$ cat config.mk
export PLATFORM = sky130hd
export DESIGN_NAME = cell_rr_mux
export DESIGN_NICKNAME = d
export VERILOG_FILES = /design/src/rtl/cell_rr_mux_pkg.sv /design/src/rtl/cell_rr_plane_sel.sv /design/src/rtl/cell_rr_slot_ctrl.sv /design/src/rtl/cell_rr_mux.sv
export SDC_FILE = /design/constraint.sdc
export NUM_CORES = 1
export LEC_CHECK = 0
export BUFFER_PORTS_ARGS = -buffer_cell sky130_fd_sc_hd__buf_2
export CORE_ASPECT_RATIO = 0.7
export CORE_MARGIN = 1.5
export CORE_UTILIZATION = 34
export DETAILED_ROUTE_END_ITERATION = 10
export GPL_TIMING_DRIVEN = 0
export PLACE_DENSITY = 0.81
export SETUP_SLACK_MARGIN = 0.5
export SLEW_MARGIN = 10
export SYNTH_ARGS = -nofsm -noshare
export SYNTH_HDL_FRONTEND = slang
export SYNTH_SLANG_ARGS = --single-unit
$ cat constraint.sdc
create_clock -name clk -period 2.2 [get_ports clk]
set_clock_uncertainty 0.15 [all_clocks]
set_input_delay 0.22 -clock clk [delete_from_list [all_inputs] [get_ports clk]]
set_output_delay 0.22 -clock clk [all_outputs]
set_load 0.02 [all_outputs]
$ cat src/rtl/cell_rr_mux_pkg.sv
package cell_rr_mux_pkg;
  typedef enum logic {
    SEQ_IDLE = 1'b0,
    SEQ_RUN  = 1'b1
  } seq_state_e;
endpackage

$ cat src/rtl/cell_rr_plane_sel.sv
module cell_rr_plane_sel #(
  parameter int K  = 4,
  parameter int W  = 16,
  localparam int IW = (K > 1) ? $clog2(K) : 1
) (
  input  logic [IW-1:0]  sel,
  input  logic [K-1:0]   pl_valid,
  input  logic [K*W-1:0] pl_data,
  input  logic           grant,
  output logic           head_valid,
  output logic [W-1:0]   head_data,
  output logic [K-1:0]   pop
);
  logic [W-1:0] lane [K];

  for (genvar g = 0; g < K; g++) begin : g_lane
    assign lane[g] = pl_data[g*W +: W];
    assign pop[g]  = grant && (sel == IW'(g)) && pl_valid[g];
  end

  assign head_valid = pl_valid[sel];
  assign head_data  = lane[sel];

  always_comb begin
    assert ($onehot0(pop)) else $error("p_single_pop_r9");
  end
endmodule

$ cat src/rtl/cell_rr_slot_ctrl.sv
module cell_rr_slot_ctrl
  import cell_rr_mux_pkg::*;
#(
  parameter int K  = 4,
  localparam int IW = (K > 1) ? $clog2(K) : 1,
  localparam int PW = $clog2(K) + 1
) (
  input  logic          clk,
  input  logic          rst_n,
  input  logic          slot_valid,
  input  logic          slot_req,
  input  logic [PW-1:0] slot_p,
  input  logic          advance,
  output logic          slot_ready,
  output logic          running,
  output logic [IW-1:0] idx,
  output logic          bad_count
);
  seq_state_e    state;
  logic [IW-1:0] limit;
  logic          take;
  logic          count_ok;
  logic [IW-1:0] limit_next;

  assign running    = (state == SEQ_RUN);
  assign slot_ready = !running;
  assign take       = slot_valid && slot_ready;
  assign count_ok   = (slot_p != '0) && (slot_p < PW'(K));
  assign limit_next = (slot_req && count_ok) ? IW'(slot_p - 1'b1) : IW'(K - 1);
  assign bad_count  = take && slot_req && !count_ok;

  always_ff @(posedge clk or negedge rst_n) begin
    if (!rst_n) begin
      state <= SEQ_IDLE;
      idx   <= '0;
      limit <= '0;
    end else if (take) begin
      state <= SEQ_RUN;
      idx   <= '0;
      limit <= limit_next;
    end else if (running && advance) begin
      if (idx == limit) begin
        state <= SEQ_IDLE;
        idx   <= '0;
      end else begin
        idx <= idx + 1'b1;
      end
    end
  end

  p_start_plane0_r2: assert property (@(posedge clk) disable iff (!rst_n)
    (slot_valid && slot_ready) |=> (running && idx == '0));
  p_step_by_one_r3: assert property (@(posedge clk) disable iff (!rst_n)
    (running && advance && $past(running)) |=> (!running || idx == $past(idx) + 1'b1));
  p_hold_on_stall_r7: assert property (@(posedge clk) disable iff (!rst_n)
    (running && !advance) |=> (running && $stable(idx)));
  p_busy_blocks_cmd_r8: assert property (@(posedge clk) disable iff (!rst_n)
    (running && !(advance && idx == limit)) |=> !slot_ready);
endmodule

$ cat src/rtl/cell_rr_mux.sv
module cell_rr_mux #(
  parameter int K  = 4,
  parameter int W  = 16,
  localparam int IW = (K > 1) ? $clog2(K) : 1,
  localparam int PW = $clog2(K) + 1
) (
  input  logic          clk,
  input  logic          rst_n,
  input  logic          slot_valid,
  output logic          slot_ready,
  input  logic          slot_req,
  input  logic [PW-1:0] slot_p,
  input  logic [K-1:0]  pl_valid,
  input  logic [K*W-1:0] pl_data,
  output logic [K-1:0]  pl_ready,
  output logic          out_valid,
  input  logic          out_ready,
  output logic [W-1:0]  out_data,
  output logic [IW-1:0] out_plane,
  output logic          err
);
  logic          running;
  logic [IW-1:0] idx;
  logic          bad_count;
  logic          head_valid;
  logic [W-1:0]  head_data;
  logic          advance;
  logic          grant;

  cell_rr_slot_ctrl #(.K(K)) u_ctrl (
    .clk        (clk),
    .rst_n      (rst_n),
    .slot_valid (slot_valid),
    .slot_req   (slot_req),
    .slot_p     (slot_p),
    .advance    (advance),
    .slot_ready (slot_ready),
    .running    (running),
    .idx        (idx),
    .bad_count  (bad_count)
  );

  assign grant = running && out_ready;

  cell_rr_plane_sel #(.K(K), .W(W)) u_sel (
    .sel        (idx),
    .pl_valid   (pl_valid),
    .pl_data    (pl_data),
    .grant      (grant),
    .head_valid (head_valid),
    .head_data  (head_data),
    .pop        (pl_ready)
  );

  assign advance   = running && (!head_valid || out_ready);
  assign out_valid = running && head_valid;
  assign out_data  = head_data;
  assign out_plane = idx;
  assign err       = bad_count || (running && !head_valid);

  p_quiet_when_idle_r8: assert property (@(posedge clk) disable iff (!rst_n)
    !running |-> (!out_valid && pl_ready == '0));
  p_no_pop_on_stall_r7: assert property (@(posedge clk) disable iff (!rst_n)
    (out_valid && !out_ready) |-> (pl_ready == '0));
  p_pop_matches_out_r9: assert property (@(posedge clk) disable iff (!rst_n)
    (out_valid && out_ready) |-> $countones(pl_ready) == 1);
endmodule

# Word level (Yosys, flattened, before mapping)
# Index checks and enable logic that the tools add are counted.
# totals
word_cells,53
reg_bits,5
out_inout_bits,25
# op_classes
reduce_logical,28
bitwise,1
mux,12
eq_ne,4
addsub,2
magnitude_cmp,3
# op_table
operator,count
binary-select mux 16 bit (select 2 bit),1
two-way mux 16 bit,2
logical AND 1 bit,18
two-way mux 2 bit,4
equality test 2 bit (second input constant),2
two-way mux 1 bit,4
nonzero test 2 bit,2
greater-or-equal comparator 3 bit (second input constant),1
logical NOT 1 bit,3
< comparator 2 x 3 -> 1 bit (second input constant),1
< comparator 3 bit (second input constant),1
inverter 2 -> 3 bit,1
nonzero test 3 bit,1
adder 2 x 1 -> 2 bit (second input constant),1
binary-select mux 1 bit (select 2 bit),1
equality test 2 x 1 -> 1 bit (second input constant),1
equality test 2 bit,1
logical NOT 2 bit,1
logical OR 1 bit,2
AND reduction 2 bit,1
subtractor 2 x 1 -> 2 bit (second input constant),1

# Logic depth before layout (Yosys ltp)
# depth
depth_word,8
ltp_mapped,6
ltp_nobuf,4

# Cells and area by module
# Synthesis repeated with hierarchy kept, for this count alone.
# unflattened
hier_cells,63
hier_area_um2,787.0
# by_module_without_submodules
mod,instances,seq_area_each_um2,area_per_inst_um2,cells_per_inst
cell_rr_plane_sel,1,0.0,457.9,25
cell_rr_slot_ctrl,1,125.1,296.5,33
cell_rr_mux,1,0.0,32.5,5

# Worst setup path after synthesis
# Ideal clock, no wire load.
# synth_timing
path_type,register to output
startpoint,reg u_ctrl.idx[1]
endpoint,out err
setup_slack_ps,312
t_required_ps,1830
arrival_time_ps,1518
path_stages_with_launch,5
path_cell_list,dfrtp_1 > buf_6 > mux2i_1 > mux2i_1 > o21ai_0
# synth_via
elab_chain_len,5
# synth_lines
item,line_no,text
"start, declared",cell_rr_slot_ctrl.sv:16,"output logic [IW-1:0] idx,"
"start signal, assigned",cell_rr_slot_ctrl.sv:46,idx <= idx + 1'b1;
binary-select mux 1 bit (select 2 bit),cell_rr_plane_sel.sv:21,assign head_valid = pl_valid[sel];
two-way mux 1 bit (not written as such),cell_rr_plane_sel.sv:21,
logical NOT 1 bit,cell_rr_mux.sv:59,assign err = bad_count || (running && !head_valid);
logical AND 1 bit,cell_rr_mux.sv:59,
logical OR 1 bit,cell_rr_mux.sv:59,
"end, declared",cell_rr_mux.sv:20,output logic err
# No other way between the ends. The select of a mux whose other input is x is not followed.

# Worst setup path after layout
# layout_timing
startpoint,reg u_ctrl.idx[0]
endpoint,out out_data[2]
# layout_via
elab_chain_len,4
# layout_lines
item,line_no,text
inverter 2 -> 3 bit (not written as such),cell_rr_plane_sel.sv:22,assign head_data = lane[sel];
binary-select mux 16 bit (select 2 bit),cell_rr_plane_sel.sv:22,
two-way mux 16 bit (not written as such) (2 in series),cell_rr_plane_sel.sv:22,
"end, declared",cell_rr_mux.sv:18,"output logic [W-1:0] out_data,"
# No other way between the ends. The select of a mux whose other input is x is not followed.

==> results.cfg <==
[run_status]
status = finished, final reports clean

[cells_and_area]
syn_to_final_growth_pct = 101
regArea_um2 = 129
antenna_cells = 0
layout.cells.non_filler = 217
nets = 265
postLayoutCellArea_um2 = 1790
multi_input_area_um2 = 768
drive_above_1_share_pct = 83.1
fin_util_pct = 72.2
fill_cells = 175

[pwr]
ir_drop_mv = 0.551
p_per_area_nw_per_um2 = 1250
pwr-share-clk_pct = 7.6
seqPwrFrac_pct = 9.0
switching_share_pct = 43.7
comb_power_share_pct = 83.4
p_int_mw = 1.26
p_total_mw = 2.24
p_switching_uw = 978
p_leak_nw = 0.852

[global_route]
grt_util_met2_pct = 46.7
busiest_layer = met2
grt_pass1_vias = 1117
grt_max_degree = 11
grt_use_total_pct = 22.3
antenna_found_initial = 0
grt_pass1_wl_um = 4950
met3_usage_pct = 4.46
grt_use_met1_pct = 22.5
gr-total-overflow = 0

[synthesis]
syn_nets = 149
synth_cells = 68
synth_top_cell_area_share_pct = 22.8
synth_area_leaders = mux4_2, mux4_1, dfrtp_1
ys.warnings.count = 0
seq_area_frac_synth_pct = 14.0
synth_cell_types = 28
ys_ff_latch = 5
synth_top_area_cell = mux4_2
avgSynthCellArea_um2 = 13.1
syn_area_um2 = 891

[timing]
finalSetupTns_ps = 0
rsz0062_at_grt = yes
fin_crit_sh_pct = 86.1
tightest_slew_ps = 307
fmax_mhz = 528
setup_viol = 0
report.final.slew_viol_count = 0
period_needed_ps = 1890
hold_violations = 0
relSlewSlack_pct = 79.4

[critical_path]
r2r_cells = 5
worst_ep_required_time_ps = 1830
r2r_start = u_ctrl.idx[1]
critical_path_arrival_ps = 1520
crit_type = register to primary output
worstSetupStartpointType = register
r2r_end = u_ctrl.idx[1]
cp_max_fo = 10
crit_family = multiplexers
crit_chain = buf_12 > mux4_2 > buf_2
cp.buffers_inverters = 2
cp_slowest_stage_delay_ps = 500
crit_slowest_cell = mux4_2
reg2reg_slack_ps = 510
cp-end-kind = primary output

[placed_design]
placed_cells = 202
dpl_cell_area_um2 = 1440
place.port_buffers = 100
finalWeightedCongestion = 0.766
hpwl_um = 2690

[die]
io_pins = 101
fp.dieArea_um2 = 2940
die_w_um = 64.2
placeableCoreArea_um2 = 2480
rows = 15
die_y_um = 45.8
initial_core_util_pct = 36.0

[job]
timing.max_cap.violations = 0

[clock_tree]
cts-root-to-sink-buffers = 2
cts.sinks = 5
worstSkewPairLatency_ps = 220
path_clk_slew_ps = 40
numCtsBuffers = 3
cts_tree = yes
cts_root_buf = clkbuf_8
htree_levels = 1

[min_path]
hold_depth = 2
whs_endpoint = u_ctrl.limit[0]
worst_hold_path_type = input pin to register
min_from = slot_p[0]

[routing]
drc = 0
via_per_inst = 5.44
first_iter_violations = 39
routed_wl_um = 3860
drt_first_pass_iters = 4
via_count = 1180
wl_per_cell_um = 17.8
ant_nets = 0
## synthesized netlist by cell type, drive strengths merged
| cell type | count |
|---|---|
| a21oi | 1 |
| a311oi | 1 |
| a31oi | 2 |
| and2 | 2 |
| and2b | 1 |
| and3 | 4 |
| and4bb | 1 |
| buf | 3 |
| clkbuf | 1 |
| dfrtp | 5 |
| ha | 5 |
| inv | 5 |
| mux2 | 1 |
| mux2i | 3 |
| mux4 | 16 |
| nor2 | 3 |
| nor2b | 1 |
| nor3 | 1 |
| nor3b | 1 |
| o2111ai | 1 |
| o21ai | 3 |
| o22ai | 1 |
| o31ai | 1 |
| o32a | 1 |
| o32ai | 1 |
| or2 | 1 |
| xor2 | 2 |
## power by group through the flow
stage               clock (mW)  combinational [mW]  sequential (mW)
finish                   0.170                1.87            0.201
detailed placement           0                1.29            0.201
floorplan                    0               0.925            0.208
global route             0.180                1.96            0.206
CTS                      0.174                1.50            0.184
global placement             0                1.26            0.200
## sequential cells by signal, summed over array words and instances, names as in the netlist
register	cells
u_ctrl.idx	2
u_ctrl.limit	2
u_ctrl.running	1
## logic make-up after synthesis
| kind of cell | Yosys count | synth area share [%] |
|---|---|---|
| xor+xnor | 2 | 1.97 |
| mux | 20 | 48.5 |
| compound gates | 12 | 9.97 |
| flops | 5 | 14.0 |
| fa+ha+maj | 5 | 7.02 |
| buf+inv | 9 | 7.44 |
| simple gates | 15 | 11.1 |
## routing by layer
layer | share of wire (%) | up-vias
met1 | 34 | 569
met2 | 55 | 82
met4 | 2.6 | 0
met3 | 7.6 | 13
li1 | - | 516
met5 | 0 | -
## area by class of cell
cell class                      instances  share of cell area [%]
Buffer                                  4                    4.20
Clock buffer                            4                    2.52
Inverter                                5                    2.45
Multi-Input combinational cell         54                    43.0
Sequential cell                         5                    7.21
Tap cell                               34                    2.38
Timing Repair Buffer                  111                    38.3
## worst max path at each step
stage / end / cells after the start / startpoint
final: out_data[2] / 3 / u_ctrl.idx[0]
after global routing: out_data[5] / 3 / u_ctrl.idx[0]
after CTS: out_data[15] / 3 / u_ctrl.idx[0]
after detailed placement: pl_ready[0] / 6 / u_ctrl.idx[1]
after global placement: pl_ready[0] / 6 / u_ctrl.idx[1]
after floorplan: out_data[10] / 2 / u_ctrl.idx[0]
## placed cells by master, fill, tap and decap left out, drive strengths merged, types with 2 or more instances in the layout
cell type	count
buf	111
mux4	16
clkbuf	7
ha	5
dfrtp	5
and3	4
inv	3
mux2i	3
nor2	3
o21ai	3
clkinv	2
and2	2
xor2	2
a31oi	2
## metrics by stage
| stage | hold slack (ps) | worst slack (ps) |
|---|---|---|
| 2_1_floorplan | -226 | 538 |
| 3_3_place_gp | -114 | 494 |
| 3_5_place_dp | -110 | 470 |
| 4_1_cts | 38.7 | 304 |
| 5_1_grt | 53.2 | 264 |
| 6_report | 40.0 | 306 |
## repair_timing
action | CTS | global route
endpoints found under the hold margin | 5 | 0
setup endpoints to repair | 22 | 25
pin swaps | 0 | 4
gates cloned | 1 | 1
resized for setup | 17 | 46
setup buffers | 6 | 2
hold buffers | 1 | 0
No activity file was read; power rests on OpenSTA's default activity.
